**src/rtl/flash_seq_pkg.sv**
```systemverilog
package flash_seq_pkg;

    typedef enum logic [3:0] {
        REQ_READ      = 4'd0,
        REQ_FAST      = 4'd1,
        REQ_PROG      = 4'd2,
        REQ_ERASE_4K  = 4'd3,
        REQ_ERASE_32K = 4'd4,
        REQ_ERASE_64K = 4'd5,
        REQ_ERASE_ALL = 4'd6,
        REQ_READ_ID   = 4'd7,
        REQ_RESET     = 4'd8
    } req_op_e;

    localparam logic [7:0] OPC_READ     = 8'h03;
    localparam logic [7:0] OPC_FAST     = 8'h0B;
    localparam logic [7:0] OPC_WREN     = 8'h06;
    localparam logic [7:0] OPC_PROG     = 8'h02;
    localparam logic [7:0] OPC_SE4K     = 8'h20;
    localparam logic [7:0] OPC_BE32     = 8'h52;
    localparam logic [7:0] OPC_BE64     = 8'hD8;
    localparam logic [7:0] OPC_CHIP     = 8'hC7;
    localparam logic [7:0] OPC_STATUS   = 8'h05;
    localparam logic [7:0] OPC_ID       = 8'h9F;
    localparam logic [7:0] OPC_RST_EN   = 8'h66;
    localparam logic [7:0] OPC_RST_GO   = 8'h99;

    typedef struct packed {
        logic [7:0] opcode;
        logic [7:0] pre_op;
        logic       has_pre;
        logic       has_addr;
        logic       has_dummy;
        logic       wr_data;
        logic       rd_data;
        logic       poll;
        logic       bad;
    } cmd_info_t;

    typedef enum logic [3:0] {
        S_IDLE,
        S_PRE,
        S_GAP,
        S_CMD,
        S_ADDR,
        S_DUMMY,
        S_WDATA,
        S_RDATA,
        S_POLL_CMD,
        S_POLL_RD,
        S_FINISH
    } seq_state_e;

endpackage

```
**src/rtl/flash_seq_decode.sv**
```systemverilog
module flash_seq_decode
    import flash_seq_pkg::*;
#(
    parameter int ADDR_W  = 24,
    parameter int LEN_W   = 9,
    parameter int PAGE_AW = 8,
    parameter int SEC_AW  = 12,
    parameter int B32_AW  = 15,
    parameter int B64_AW  = 16
) (
    input  logic [3:0]        op,
    input  logic [ADDR_W-1:0] addr,
    input  logic [LEN_W-1:0]  len,
    output cmd_info_t         info,
    output logic [LEN_W-1:0]  xfer_len
);
    localparam int PAGE_BYTES = 1 << PAGE_AW;
    localparam int SUM_W      = LEN_W + 1;
    localparam int ID_BYTES   = 3;

    logic [SUM_W-1:0] page_end;
    logic             prog_bad;
    logic             len_zero;

    assign len_zero = (len == '0);
    assign page_end = SUM_W'(addr[PAGE_AW-1:0]) + SUM_W'(len);
    assign prog_bad = len_zero || (page_end > SUM_W'(PAGE_BYTES));

    always_comb begin
        info          = '0;
        info.pre_op   = OPC_WREN;
        xfer_len      = len;
        unique case (op)
            REQ_READ: begin
                info.opcode   = OPC_READ;
                info.has_addr = 1'b1;
                info.rd_data  = 1'b1;
                info.bad      = len_zero;
            end
            REQ_FAST: begin
                info.opcode    = OPC_FAST;
                info.has_addr  = 1'b1;
                info.has_dummy = 1'b1;
                info.rd_data   = 1'b1;
                info.bad       = len_zero;
            end
            REQ_PROG: begin
                info.opcode   = OPC_PROG;
                info.has_pre  = 1'b1;
                info.has_addr = 1'b1;
                info.wr_data  = 1'b1;
                info.poll     = 1'b1;
                info.bad      = prog_bad;
            end
            REQ_ERASE_4K: begin
                info.opcode   = OPC_SE4K;
                info.has_pre  = 1'b1;
                info.has_addr = 1'b1;
                info.poll     = 1'b1;
                info.bad      = (addr[SEC_AW-1:0] != '0);
            end
            REQ_ERASE_32K: begin
                info.opcode   = OPC_BE32;
                info.has_pre  = 1'b1;
                info.has_addr = 1'b1;
                info.poll     = 1'b1;
                info.bad      = (addr[B32_AW-1:0] != '0);
            end
            REQ_ERASE_64K: begin
                info.opcode   = OPC_BE64;
                info.has_pre  = 1'b1;
                info.has_addr = 1'b1;
                info.poll     = 1'b1;
                info.bad      = (addr[B64_AW-1:0] != '0);
            end
            REQ_ERASE_ALL: begin
                info.opcode  = OPC_CHIP;
                info.has_pre = 1'b1;
                info.poll    = 1'b1;
            end
            REQ_READ_ID: begin
                info.opcode  = OPC_ID;
                info.rd_data = 1'b1;
                xfer_len     = LEN_W'(ID_BYTES);
            end
            REQ_RESET: begin
                info.opcode  = OPC_RST_GO;
                info.pre_op  = OPC_RST_EN;
                info.has_pre = 1'b1;
            end
            default: begin
                info.bad = 1'b1;
            end
        endcase
    end

endmodule

```
**src/rtl/flash_seq_shift.sv**
```systemverilog
module flash_seq_shift #(
    parameter int BITS = 8
) (
    input  logic            clk,
    input  logic            rst_n,
    input  logic            start,
    input  logic [BITS-1:0] tx,
    input  logic            miso,
    output logic            busy,
    output logic            done,
    output logic [BITS-1:0] rx,
    output logic            sck,
    output logic            mosi
);
    localparam int CNT_W = $clog2(BITS);

    logic             phase;
    logic [CNT_W-1:0] bit_cnt;
    logic [BITS-1:0]  sr;

    always_ff @(posedge clk or negedge rst_n) begin
        if (!rst_n) begin
            busy    <= 1'b0;
            done    <= 1'b0;
            phase   <= 1'b0;
            bit_cnt <= '0;
            sr      <= '0;
            rx      <= '0;
        end else begin
            done <= 1'b0;
            if (!busy) begin
                if (start) begin
                    busy    <= 1'b1;
                    phase   <= 1'b0;
                    bit_cnt <= '0;
                    sr      <= tx;
                end
            end else if (!phase) begin
                phase <= 1'b1;
            end else begin
                phase <= 1'b0;
                rx    <= {rx[BITS-2:0], miso};
                sr    <= {sr[BITS-2:0], 1'b0};
                if (bit_cnt == CNT_W'(BITS - 1)) begin
                    busy <= 1'b0;
                    done <= 1'b1;
                end else begin
                    bit_cnt <= bit_cnt + 1'b1;
                end
            end
        end
    end

    assign sck  = busy & phase;
    assign mosi = sr[BITS-1];

endmodule

```
**src/rtl/flash_seq.sv**
```systemverilog
module flash_seq
    import flash_seq_pkg::*;
#(
    parameter int ADDR_W  = 24,
    parameter int LEN_W   = 9,
    parameter int POLL_W  = 16,
    parameter int GAP_CYC = 2,
    parameter int PAGE_AW = 8,
    parameter int SEC_AW  = 12,
    parameter int B32_AW  = 15,
    parameter int B64_AW  = 16
) (
    input  logic              clk,
    input  logic              rst_n,
    input  logic              req_valid,
    output logic              req_ready,
    input  logic [3:0]        req_op,
    input  logic [ADDR_W-1:0] req_addr,
    input  logic [LEN_W-1:0]  req_len,
    input  logic [POLL_W-1:0] poll_limit,
    input  logic [7:0]        wr_data,
    input  logic              wr_valid,
    output logic              wr_ready,
    output logic [7:0]        rd_data,
    output logic              rd_valid,
    output logic              done,
    output logic              err,
    output logic              spi_sck,
    output logic              spi_cs_n,
    output logic              spi_mosi,
    input  logic              spi_miso
);
    localparam int ADDR_BYTES = ADDR_W / 8;
    localparam int GAP_W      = $clog2(GAP_CYC + 1);

    seq_state_e        state_q, state_d, gap_tgt;
    cmd_info_t         dec_info, info_r;
    logic [LEN_W-1:0]  dec_len, xfer_r, cnt;
    logic [ADDR_W-1:0] addr_r;
    logic [POLL_W-1:0] poll_cnt;
    logic [GAP_W-1:0]  gap_cnt;
    logic              fail_r;
    logic              poll_last;
    logic              last_byte;

    logic              sh_start, sh_busy, sh_done;
    logic [7:0]        sh_tx, sh_rx;

    flash_seq_decode #(
        .ADDR_W (ADDR_W),
        .LEN_W  (LEN_W),
        .PAGE_AW(PAGE_AW),
        .SEC_AW (SEC_AW),
        .B32_AW (B32_AW),
        .B64_AW (B64_AW)
    ) u_decode (
        .op      (req_op),
        .addr    (req_addr),
        .len     (req_len),
        .info    (dec_info),
        .xfer_len(dec_len)
    );

    flash_seq_shift #(
        .BITS(8)
    ) u_shift (
        .clk  (clk),
        .rst_n(rst_n),
        .start(sh_start),
        .tx   (sh_tx),
        .miso (spi_miso),
        .busy (sh_busy),
        .done (sh_done),
        .rx   (sh_rx),
        .sck  (spi_sck),
        .mosi (spi_mosi)
    );

    assign poll_last = ({1'b0, poll_cnt} + 1'b1) >= {1'b0, poll_limit};
    assign last_byte = (cnt == xfer_r - 1'b1);

    // State and datapath registers
    always_ff @(posedge clk or negedge rst_n) begin
        if (!rst_n) begin
            state_q  <= S_IDLE;
            gap_tgt  <= S_CMD;
            info_r   <= '0;
            addr_r   <= '0;
            xfer_r   <= '0;
            fail_r   <= 1'b0;
            cnt      <= '0;
            poll_cnt <= '0;
            gap_cnt  <= '0;
        end else begin
            state_q <= state_d;
            if (state_q == S_IDLE && req_valid) begin
                info_r <= dec_info;
                addr_r <= req_addr;
                xfer_r <= dec_len;
                fail_r <= dec_info.bad;
            end
            if (state_q == S_POLL_RD && sh_done && sh_rx[0] && poll_last)
                fail_r <= 1'b1;
            if (state_d == S_GAP && state_q != S_GAP)
                gap_tgt <= (state_q == S_PRE) ? S_CMD : S_POLL_CMD;
            if (state_d != state_q)
                cnt <= '0;
            else if (sh_done)
                cnt <= cnt + 1'b1;
            if (state_q != S_POLL_RD)
                poll_cnt <= '0;
            else if (sh_done)
                poll_cnt <= poll_cnt + 1'b1;
            if (state_q != S_GAP)
                gap_cnt <= '0;
            else
                gap_cnt <= gap_cnt + 1'b1;
        end
    end

    // Next-state logic
    always_comb begin
        state_d = state_q;
        unique case (state_q)
            S_IDLE: begin
                if (req_valid) begin
                    if (dec_info.bad)          state_d = S_FINISH;
                    else if (dec_info.has_pre) state_d = S_PRE;
                    else                       state_d = S_CMD;
                end
            end
            S_PRE: begin
                if (sh_done) state_d = S_GAP;
            end
            S_GAP: begin
                if (gap_cnt == GAP_W'(GAP_CYC - 1)) state_d = gap_tgt;
            end
            S_CMD: begin
                if (sh_done) begin
                    if (info_r.has_addr)     state_d = S_ADDR;
                    else if (info_r.rd_data) state_d = S_RDATA;
                    else if (info_r.poll)    state_d = S_GAP;
                    else                     state_d = S_FINISH;
                end
            end
            S_ADDR: begin
                if (sh_done && cnt == LEN_W'(ADDR_BYTES - 1)) begin
                    if (info_r.has_dummy)    state_d = S_DUMMY;
                    else if (info_r.rd_data) state_d = S_RDATA;
                    else if (info_r.wr_data) state_d = S_WDATA;
                    else                     state_d = S_GAP;
                end
            end
            S_DUMMY: begin
                if (sh_done) state_d = S_RDATA;
            end
            S_WDATA: begin
                if (sh_done && last_byte) state_d = S_GAP;
            end
            S_RDATA: begin
                if (sh_done && last_byte) state_d = S_FINISH;
            end
            S_POLL_CMD: begin
                if (sh_done) state_d = S_POLL_RD;
            end
            S_POLL_RD: begin
                if (sh_done && (!sh_rx[0] || poll_last)) state_d = S_FINISH;
            end
            S_FINISH: begin
                state_d = S_IDLE;
            end
            default: state_d = S_IDLE;
        endcase
    end

    // Outputs
    always_comb begin
        logic in_frame;
        logic shifter_free;
        in_frame     = 1'b0;
        shifter_free = !sh_busy && !sh_done;
        sh_tx        = 8'h00;
        wr_ready     = 1'b0;
        req_ready    = 1'b0;
        done         = 1'b0;
        err          = 1'b0;
        rd_valid     = 1'b0;
        unique case (state_q)
            S_IDLE: req_ready = 1'b1;
            S_PRE: begin
                in_frame = 1'b1;
                sh_tx    = info_r.pre_op;
            end
            S_CMD: begin
                in_frame = 1'b1;
                sh_tx    = info_r.opcode;
            end
            S_ADDR: begin
                in_frame = 1'b1;
                sh_tx    = 8'(addr_r >> (8 * (ADDR_BYTES - 1 - int'(cnt))));
            end
            S_DUMMY:    in_frame = 1'b1;
            S_WDATA: begin
                in_frame = 1'b1;
                sh_tx    = wr_data;
                wr_ready = shifter_free;
            end
            S_RDATA: begin
                in_frame = 1'b1;
                rd_valid = sh_done;
            end
            S_POLL_CMD: begin
                in_frame = 1'b1;
                sh_tx    = OPC_STATUS;
            end
            S_POLL_RD:  in_frame = 1'b1;
            S_FINISH: begin
                done = !fail_r;
                err  = fail_r;
            end
            default: ;
        endcase
        spi_cs_n = !in_frame;
        sh_start = in_frame && shifter_free &&
                   (state_q != S_WDATA || wr_valid);
    end

    assign rd_data = sh_rx;

endmodule

```
**config.mk**
```make
export PLATFORM = sky130hd
export DESIGN_NAME = flash_seq
export DESIGN_NICKNAME = d
export VERILOG_FILES = /design/src/rtl/flash_seq_pkg.sv /design/src/rtl/flash_seq_decode.sv /design/src/rtl/flash_seq_shift.sv /design/src/rtl/flash_seq.sv
export SDC_FILE = /design/constraint.sdc
export NUM_CORES = 1
export LEC_CHECK = 0
export ABC_AREA = 1
export CORE_MARGIN = 1.5
export CORE_UTILIZATION = 50
export CTS_BUF_LIST = sky130_fd_sc_hd__clkbuf_8 sky130_fd_sc_hd__clkbuf_16
export CTS_CLUSTER_DIAMETER = 100
export CTS_CLUSTER_SIZE = 40
export DETAILED_ROUTE_END_ITERATION = 7
export DONT_BUFFER_PORTS = 1
export GPL_TIMING_DRIVEN = 1
export PLACE_DENSITY = 0.72
export SYNTH_ARGS = -nofsm -noshare
export SYNTH_HDL_FRONTEND = slang
export SYNTH_SLANG_ARGS = --single-unit
```
**constraint.sdc**
```tcl
create_clock -name clk -period 3.45 [get_ports clk]
set_clock_uncertainty 0.2 [all_clocks]
set_input_delay 0.5175 -clock clk [delete_from_list [all_inputs] [get_ports clk]]
set_output_delay 0.5175 -clock clk [all_outputs]
set_load 0.01 [all_outputs]
```
==> results of run 1 <==
-- worst max-delay path, stage by stage (launching register included) --
cell	delay (ns)
dfrtp_1	0.43
ha_4	0.17
nand3_2	0.12
nor2_4	0.15
nand3_2	0.09
inv_2	0.09
nand2_2	0.06
nor2_1	0.15
xor2_1	0.23
inv_1	0.11
ha_4	0.28
nand2_2	0.06
nor2_2	0.10
nand4_1	0.11
nor2_1	0.15
a21oi_2	0.08
nand3_2	0.09
nor2_2	0.05
nor2_2	0.12
nand2_2	0.10
nand2_2	0.09
nand2_4	0.08
nand3_4	0.12
nor2_1	0.06
-- cell usage after synthesis, types with 5 or more instances --
library cell	n
nor3_1	12
nor4_1	5
nand3_1	55
o22ai_1	7
o21ai_0	80
nand2_1	260
a21oi_1	37
nor2_1	80
inv_2	5
ha_1	31
xor2_1	18
nand4_1	13
inv_1	149
clkbuf_1	14
nand2_2	6
dfrtp_1	103
-- cell families after synthesis --
| group | after synthesis | share of synthesized area (%) |
|---|---|---|
| AND/OR/NAND/NOR | 447 | 28.8 |
| adder cells (fa/ha/maj) | 32 | 6.15 |
| flip-flops | 104 | 39.3 |
| XOR/XNOR | 22 | 3.11 |
| AO/OA/AOI/OAI | 150 | 12.7 |
| buffers and inverters | 174 | 9.89 |
-- metrics by stage --
| stage | utilization [%] | setup TNS [ns] | total power, mW | setup WS [ns] | area, µm² |
|---|---|---|---|---|---|
| 2_1_floorplan | - | 0 | 3.27 | 0.369 | 6630 |
| 3_3_place_gp | 53.5 | 0 | 3.66 | 0.118 | 6830 |
| 3_5_place_dp | 53.5 | -0.222 | 3.71 | -0.0297 | 6830 |
| 4_1_cts | 56.1 | 0 | 4.75 | 0.0104 | 7170 |
| 5_1_grt | 58.4 | -1.87 | 5.25 | -0.198 | 7460 |
| 6_report | 58.4 | 0 | 4.86 | 0.0389 | 7460 |
-- power groups by stage --
| stage | clock, mW | combinational [mW] | sequential, mW |
|---|---|---|---|
| after CTS | 1.02 | 1.82 | 1.91 |
| final | 1.00 | 1.94 | 1.92 |
| after global routing | 1.07 | 2.22 | 1.97 |
| after detailed placement | 0 | 1.78 | 1.93 |
| after floorplan | 0 | 1.42 | 1.85 |
| after global placement | 0 | 1.73 | 1.93 |
-- layout make-up --
| cell class | instances | area [µm²] |
|---|---|---|
| Fill cell | 1183 | 5310 |
| Tap cell | 172 | 215 |
| Clock buffer | 10 | 239 |
| Clock inverter | 6 | 51.3 |
| Inverter | 158 | 593 |
| Timing Repair Buffer | 15 | 135 |
| Sequential cell | 104 | 2600 |
| Multi-Input combinational cell | 652 | 3620 |
-- registers in the layout, indices dropped and copies added, names as in the netlist --
name,count
u_shift.sr,8
fail_r,1
u_shift.phase,1
state_q,4
addr_r,24
gap_tgt,2
gap_cnt,2
info_r,15
cnt,9
u_shift.done,1
u_shift.rx,8
xfer_r,9
u_shift.bit_cnt,3
poll_cnt,16
u_shift.busy,1
-- what timing repair did --
item,CTS,global route
buffers inserted,0,7
setup endpoints to repair,9,13
pin swaps,0,28
gates resized for setup,4,52
hold buffers,2,0
endpoints found under the hold margin,104,0
cloned,0,1
-- per-layer routing --
metal / vias to the layer above / wire, µm / share of wire [%] / global-route usage (%)
li1: 2992 / - / - / -
met1: 2708 / 7520 / 46 / 33.9
met2: 176 / 7530 / 46 / 36.4
met3: 14 / 1160 / 7.1 / 6.52
met4: 0 / 225 / 1.4 / 5.49
met5: - / 0 / 0 / 0
-- final timing paths --
| check | slack, ns | endpoint | cells after the start | startpoint |
|---|---|---|---|---|
| setup / recovery | 0.04 | cnt[7]$_DFFE_PN0P_ | 23 | poll_cnt[0]$_DFFE_PN0P_ |
| hold / removal | 0.06 | addr_r[14]$_DFFE_PN0P_ | 2 | req_addr[14] |
| setup reg to reg | 0.04 | cnt[7]$_DFFE_PN0P_ | 23 | poll_cnt[0]$_DFFE_PN0P_ |
| hold reg to reg | 0.24 | gap_cnt[0]$_DFF_PN0_ | 1 | gap_cnt[0]$_DFF_PN0_ |
| max in group asynchronous | 2.10 | xfer_r[4]$_DFFE_PN0P_ | 2 | rst_n |
| min in group asynchronous | 0.57 | poll_cnt[12]$_DFFE_PN0P_ | 2 | rst_n |
==> results.toml, run 1 <==
[sta]
report.final.slew_viol_count = 0
setup_viol = 0
worst_pin_slew_ns = 0.611
fmax_mhz = 293
finalCriticalPeriod_ns = 3.41
final_hold_viol_count = 0
rsz0062_at_grt = "yes"
relSlewSlack_pct = 59.1
fin_crit_sh_pct = 98.9
hold_slack_ns = 0.0635

[synth]
ys_dominant_reg_cell = "dfrtp_1"
ys_seq_elements = 104
synth_edf_count = 0
synth.distinct_cells = 48
synth_top_cell_area_share_pct = 38.9
syn_nets = 1027
netlist_instances = 929
yosys-top-cells-area = "dfrtp_1 39%, nand2_1 15%, inv_1 8.4%"
syn_area_per_cell_um2 = 7.14
synth_top_cell_by_area = "dfrtp_1"
netlist_area_mm2 = 0.00663
yosys_warnings = 0
ys_seq_area_share_pct = 39.3
async_flop_share_pct = 100

[global_routing]
grt_pass1_wl_mm = 26.7
grt_max_degree = 105
grt_pass1_vias = 5493
antenna_found_initial = 0
grt_usage_pct = 23.9
grt_overflow = 0

[power]
combPwrFrac_pct = 39.9
internal_power_mw = 2.79
pwr-share-seq_pct = 39.4
peakVddDrop_uv = 366
clockPowerShare_pct = 20.6
leakage_nw = 3.70
p_per_area_mw_per_mm2 = 651
p_sw_share_pct = 42.5
p_sw_mw = 2.07

[drt]
routedWlPerCell_um = 14.7
drcViolationCount = 0
first_pass_iters = 5
ant_nets = 0
routed_wirelength_mm = 16.4
dr_total_vias = 5890
via_per_inst = 5.27
drt_iter0_markers = 475

[critical_path]
endpoint_kind = "flip-flop"
worstSetupPathType = "flip-flop to flip-flop"
worstPathArrival_ns = 3.47
cp-start-kind = "flip-flop"
required_ns = 3.51
path_max_fanout = 5

[clocking]
numClockSinks = 104
clk_pin_slew_ns = 0.08
clk_latency_ns = 0.37
cts.htree.levels = 3
cts-root-buf = "clkbuf_16"
cts_buffers = 9
cts_buffer_depth = 2
cts_tree = "built"

[layout]
area_growth_syn_to_layout_pct = 12.5
final_common_cell = "nand2_1"
num_antenna_cells = 0
nets = 1038
final_cells = 1117
layout_common_cells = "249 x nand2_1, 145 x inv_1, 103 x dfrtp_1"
layout-drive-gt1-share_pct = 11.5

[die]
die_h_um = 118
dieWidth_um = 118
top_level_ports = 82
placementRows = 41
core-area_mm2 = 0.0128
die_area_mm2 = 0.0140
initial_core_util_pct = 51.9

[placed_design]
portBuffers = 0
dpl.hpwl_mm = 12.2
dp.cells = 1091
routabilityCongestion = 0.882

[min_path]
hp-class = "input pin to flip-flop"

[flow_run]
cap_violations = 0

[run_status]
status = "finished clean"
(Power assumes the default switching activity.)
==> run 2, diff against run 1 <==
Settings changed: PLACE_DENSITY 0.72 to not set, PLACE_DENSITY_LB_ADDON set to 0.12.
==> run 2 against run 1 <==
Net effect:
- the flow now finishes with violations (negative setup slack)
- core utilization down 0.088 points
- sequential cell count unchanged
- worst hold slack better by 0.015 ns
- setup slack worse by 0.043 ns
- design area down 0.15%
==> results.toml, run 2 (same netlist as run 1, synthesis figures left out) <==
[run_status]
status = "finished, violations left"
violations = "negative setup slack"

[placed_design]
dpl.hpwl_mm = 12.2
dp.cells = 1091
routabilityCongestion = 0.865
dpl_cell_area_mm2 = 0.00683
portBuffers = 0
pre_cts_ws_ns = -0.0311

[drt]
ant_nets = 0
drcViolationCount = 0
routed_wirelength_mm = 16.7
routedWlPerCell_um = 15.0
via_per_inst = 5.24
dr_total_vias = 5849
first_pass_iters = 6
drt_iter0_markers = 435

[sta]
worst_slack_ns = -0.00406
rsz0062_at_grt = "yes"
finalCriticalPeriod_ns = 3.45
fin_crit_sh_pct = 100
hold_slack_ns = 0.0782
fmax_mhz = 290
tns_ns = -0.00522
worst_pin_slew_ns = 0.658
relSlewSlack_pct = 55.7
report.final.slew_viol_count = 0
final_hold_viol_count = 0
setup_viol = 2

[min_path]
hp-class = "input pin to flip-flop"

[global_routing]
grt_pass1_vias = 5638
antenna_found_initial = 0
grt_overflow = 0
grt_pass1_wl_mm = 27.0
grt_max_degree = 105
grt_usage_pct = 24.1

[critical_path]
reg2reg_to = "cnt[2]$_DFFE_PN0P_"
endpoint_kind = "flip-flop"
slowest_stage = "dfrtp_1"
path_common_cell = "nand2_1"
path_cells = "ha_4, nand3_2, nor2_2, nand3_1, inv_2, nand2_2, xor2_2, inv_1, ha_1, a21oi_1, nand2_1, a21oi_2, nand2_1, nand2_1, nand2_1, nand2_1, nand3_2, nor2_2, nor2_2, nand2_2, nand2_2, nand2_4, nand3_4, nor2_1"
cpPeakStageDelay_ns = 0.41
worstPathArrival_ns = 3.54
cp-start-kind = "flip-flop"
regToRegSetupSlack_ns = -0.004
rr_worst_depth = 24
path_max_fanout = 5
worstSetupPathType = "flip-flop to flip-flop"
startpoint = "poll_cnt[1]$_DFFE_PN0P_"
r2r_start = "poll_cnt[1]$_DFFE_PN0P_"
endpoint = "cnt[2]$_DFFE_PN0P_"
required_ns = 3.54

[power]
internal_power_mw = 2.94
combPwrFrac_pct = 39.2
peakVddDrop_uv = 318
p_per_area_mw_per_mm2 = 674
clockPowerShare_pct = 22.7
leakage_nw = 3.70
p_sw_mw = 2.09
p_sw_share_pct = 41.5
pwr-share-seq_pct = 38.2

[clocking]
cts_buffers = 9
clk_latency_ns = 0.36
cts_buffer_depth = 2
cts.htree.levels = 3
numClockSinks = 104
clk_pin_slew_ns = 0.07
cts_tree = "built"
cts-root-buf = "clkbuf_16"

[layout]
layout_common_cells = "252 x nand2_1, 146 x inv_1, 103 x dfrtp_1"
top_register = "addr_r"
layout-drive-gt1-share_pct = 10.4
reg_top3 = "addr_r: 24 flops, poll_cnt: 16 flops, info_r: 15 flops"
largest_register_ffs = 24
num_antenna_cells = 0
finalInstanceArea_mm2 = 0.00745
final_common_cell = "nand2_1"
final_cells = 1116
area_growth_syn_to_layout_pct = 12.4
nets = 1037

[die]
initial_core_util_pct = 51.9
die_area_mm2 = 0.0140
placementRows = 41
core-area_mm2 = 0.0128
dieWidth_um = 118
top_level_ports = 82
die_h_um = 118

[flow_run]
cap_violations = 0
[run 2: how the worst min path moves through the flow]
| stage | start | end | cells past startpoint |
|---|---|---|---|
| after floorplan | rst_n | addr_r[0]$_DFFE_PN0P_ | 0 |
| after global placement | rst_n | poll_cnt[11]$_DFFE_PN0P_ | 0 |
| after detailed placement | rst_n | poll_cnt[11]$_DFFE_PN0P_ | 0 |
| after CTS | req_addr[15] | addr_r[15]$_DFFE_PN0P_ | 2 |
| after global routing | req_addr[6] | addr_r[6]$_DFFE_PN0P_ | 2 |
| final | req_addr[9] | addr_r[9]$_DFFE_PN0P_ | 2 |
[run 2: per-layer routing]
metal | GRT usage, % | share of wire (%)
met4 | 6.25 | 1.3
met5 | 0 | 0
met2 | 40.2 | 48
met1 | 31.5 | 46
met3 | 5.65 | 5.3
[run 2: repair_timing]
item,in CTS,in global routing
pin swaps,0,24
cloned,0,1
gates resized for setup,3,44
hold buffers,2,0
endpoints found under the setup margin,10,12
hold endpoints to repair,104,0
buffers inserted,0,6
[run 2: power groups by stage]
| stage | Combinational (mW) | Sequential [mW] | Clock [mW] |
|---|---|---|---|
| 6_report | 1.97 | 1.92 | 1.14 |
| 3_3_place_gp | 1.76 | 1.93 | 0 |
| 3_5_place_dp | 1.78 | 1.93 | 0 |
| 5_1_grt | 2.23 | 1.96 | 1.19 |
| 4_1_cts | 1.82 | 1.91 | 1.16 |
| 2_1_floorplan | 1.42 | 1.85 | 0 |
[run 2: metrics by stage]
stage | util, % | total power [mW]
6_report | 58.3 | 5.02
5_1_grt | 58.3 | 5.39
4_1_cts | 56.4 | 4.89
3_5_place_dp | 53.5 | 3.71
3_3_place_gp | 53.5 | 3.69
2_1_floorplan | - | 3.27
[run 2: cell type report]
| type | instances | area [µm²] |
|---|---|---|
| fillers | 1180 | 5320 |
| clock buffers | 10 | 239 |
| repair buffers | 14 | 128 |
| well taps | 172 | 215 |
| inverters | 158 | 593 |
| multi-input cells | 652 | 3580 |
| clock inverters | 6 | 88.8 |
| flip-flops and latches | 104 | 2600 |
[run 2: worst max-delay path: cells and delay by family, from the launching register on]
kind	cells	cell delay [ns]
flops	1	0.41
compound gates	2	0.26
simple gates	17	1.68
xor+xnor	1	0.19
fa+ha+maj	2	0.49
buf+inv	2	0.15
==> run 3, diff against run 2 <==
Settings changed: PLACE_DENSITY set to 0.77, PLACE_DENSITY_LB_ADDON 0.12 to not set.
==> run 3 against run 2 <==
Net effect:
- the run still ends with negative setup slack left
- clock-buffer cell count stayed put
- core utilization about the same
- global-route usage is 0.27 points higher
- combinational power hardly changed
- final cell count up 0.27%
- design area is essentially flat
- non-clock buffer count rose by 3
- setup slack got worse by 0.0049 ns
- critical path depth decreased by 2
- die area unchanged
- sequential power about the same
- worst hold slack better by 0.0016 ns
- highest routed layer unchanged
==> results.toml, run 3 (same netlist as run 1, synthesis figures left out) <==
[power]
leakage_nw = 3.70
p_sw_mw = 2.08
combPwrFrac_pct = 39.4
pwr-share-seq_pct = 39.1
internal_power_mw = 2.85
clockPowerShare_pct = 21.5
power.total_mw = 4.93
p_sw_share_pct = 42.2
peakVddDrop_uv = 315
p_per_area_mw_per_mm2 = 661

[sta]
rsz0062_at_grt = "yes"
fin_crit_sh_pct = 100
relSlewSlack_pct = 56.4
hold_slack_ns = 0.0798
worst_slack_ns = -0.00895
final_hold_viol_count = 0
setup_viol = 4
finalCriticalPeriod_ns = 3.46
worst_pin_slew_ns = 0.648
report.final.slew_viol_count = 0
fmax_mhz = 289

[layout]
layout_common_cells = "254 x nand2_1, 147 x inv_1, 103 x dfrtp_1"
nets = 1040
reg_top3 = "addr_r: 24 flops, poll_cnt: 16 flops, info_r: 15 flops"
top_register = "addr_r"
area_growth_syn_to_layout_pct = 12.4
num_antenna_cells = 0
final_common_cell = "nand2_1"
largest_register_ffs = 24
layout-drive-gt1-share_pct = 10.7

[global_routing]
grt_pass1_wl_mm = 27.4
antenna_found_initial = 0
grt_pass1_vias = 5630
grt_usage_pct = 24.4
grt_max_degree = 105
grt_overflow = 0

[die]
dieWidth_um = 118
core-area_mm2 = 0.0128
top_level_ports = 82
placementRows = 41
die_h_um = 118
die_area_mm2 = 0.0140
initial_core_util_pct = 51.9

[drt]
routed_wirelength_mm = 16.9
ant_nets = 0
drt_iter0_markers = 465
routedWlPerCell_um = 15.1
via_per_inst = 5.39
dr_total_vias = 6035
drcViolationCount = 0
first_pass_iters = 5

[flow_run]
cap_violations = 0

[critical_path]
cp-start-kind = "flip-flop"
worstSetupPathType = "flip-flop to flip-flop"
required_ns = 3.50
worstPathArrival_ns = 3.51
path_max_fanout = 5
endpoint_kind = "flip-flop"

[clocking]
cts_buffers = 9
cts-root-buf = "clkbuf_16"
cts_tree = "built"
numClockSinks = 104
clk_latency_ns = 0.35
cts_buffer_depth = 2
cts.htree.levels = 3
clk_pin_slew_ns = 0.07

[placed_design]
portBuffers = 0
dpl.hpwl_mm = 12.2
routabilityCongestion = 0.945

[run_status]
status = "finished, violations left"
violations = "negative setup slack"

[min_path]
hp-class = "input pin to flip-flop"
-- run 3: changes by cell type in the layout (fill, tap and decap cells not counted), sizes merged --
cell | previous run | this run
buf | 13 | 16
bufinv | 2 | 1
clkinv | 4 | 5
-- run 3: critical path: stages (launching register included) --
cell	delay, ns
dfrtp_1	0.43
inv_2	0.07
nor3_2	0.18
nand2_1	0.12
nor3_2	0.16
and3_4	0.26
nand3_4	0.10
o21ai_0	0.17
o21ai_1	0.11
inv_1	0.07
ha_1	0.22
nand2_1	0.09
nor2_1	0.06
nand4_1	0.08
nor2_1	0.05
a21oi_2	0.16
nand3_2	0.12
a21oi_2	0.18
nand2_2	0.10
nand2_1	0.10
nand2_2	0.11
nand3_4	0.16
nor2_2	0.05
-- run 3: final cells by class --
type                       count  area, µm²
multi-input combinational    652       3590
tap                          172        215
fill                        1176       5320
clock inverter                 6       66.3
sequential                   104       2600
clock buffer                  10        239
timing repair buffer          17        150
inverter                     158        593
-- run 3: stage by stage --
step	std cells	setup TNS, ns	area [µm²]	setup WS [ns]	utilization [%]
after CTS	1109	0	7190	0.0207	56.3
after floorplan	929	0	6630	0.369	-
final	1119	-0.0186	7450	-0.00895	58.4
after global routing	1119	-2.36	7450	-0.251	58.4
after detailed placement	1090	-0.0147	6820	-0.00739	53.4
after global placement	1090	0	6820	0.107	53.4
-- run 3: worst paths after layout --
kind,startpoint,end,slack (ns),cells after the start
max,poll_cnt[0]$_DFFE_PN0P_,cnt[5]$_DFFE_PN0P_,-0.009,22
max reg2reg,poll_cnt[0]$_DFFE_PN0P_,cnt[5]$_DFFE_PN0P_,-0.009,22
min,req_addr[11],addr_r[11]$_DFFE_PN0P_,0.08,2
min reg2reg,gap_cnt[0]$_DFF_PN0_,gap_cnt[0]$_DFF_PN0_,0.24,1
min in group asynchronous,rst_n,u_shift.rx[2]$_DFFE_PN0P_,0.55,2
max in group asynchronous,rst_n,poll_cnt[10]$_DFFE_PN0P_,2.09,2
-- run 3: what timing repair did --
| item | 4_1_cts | 5_1_grt |
|---|---|---|
| buffers inserted | 1 | 9 |
| hold buffers | 2 | 0 |
| endpoints found under the hold margin | 104 | 0 |
| pin swaps | 1 | 15 |
| resized for setup | 4 | 42 |
| cloned | 0 | 1 |
| setup endpoints to repair | 10 | 12 |
-- run 3: power groups by stage --
stage / logic (mW) / clock network [mW] / registers [mW]
4_1_cts: 1.81 / 1.07 / 1.92
2_1_floorplan: 1.42 / 0 / 1.85
3_5_place_dp: 1.76 / 0 / 1.94
6_report: 1.94 / 1.06 / 1.93
5_1_grt: 2.21 / 1.12 / 1.98
3_3_place_gp: 1.71 / 0 / 1.93
-- run 3: metal layers --
| layer | global-route usage (%) | wire length, µm |
|---|---|---|
| met5 | 0 | 0 |
| met2 | 37.0 | 7600 |
| met4 | 7.39 | 353 |
| met1 | 34.4 | 7560 |
| met3 | 6.08 | 1340 |
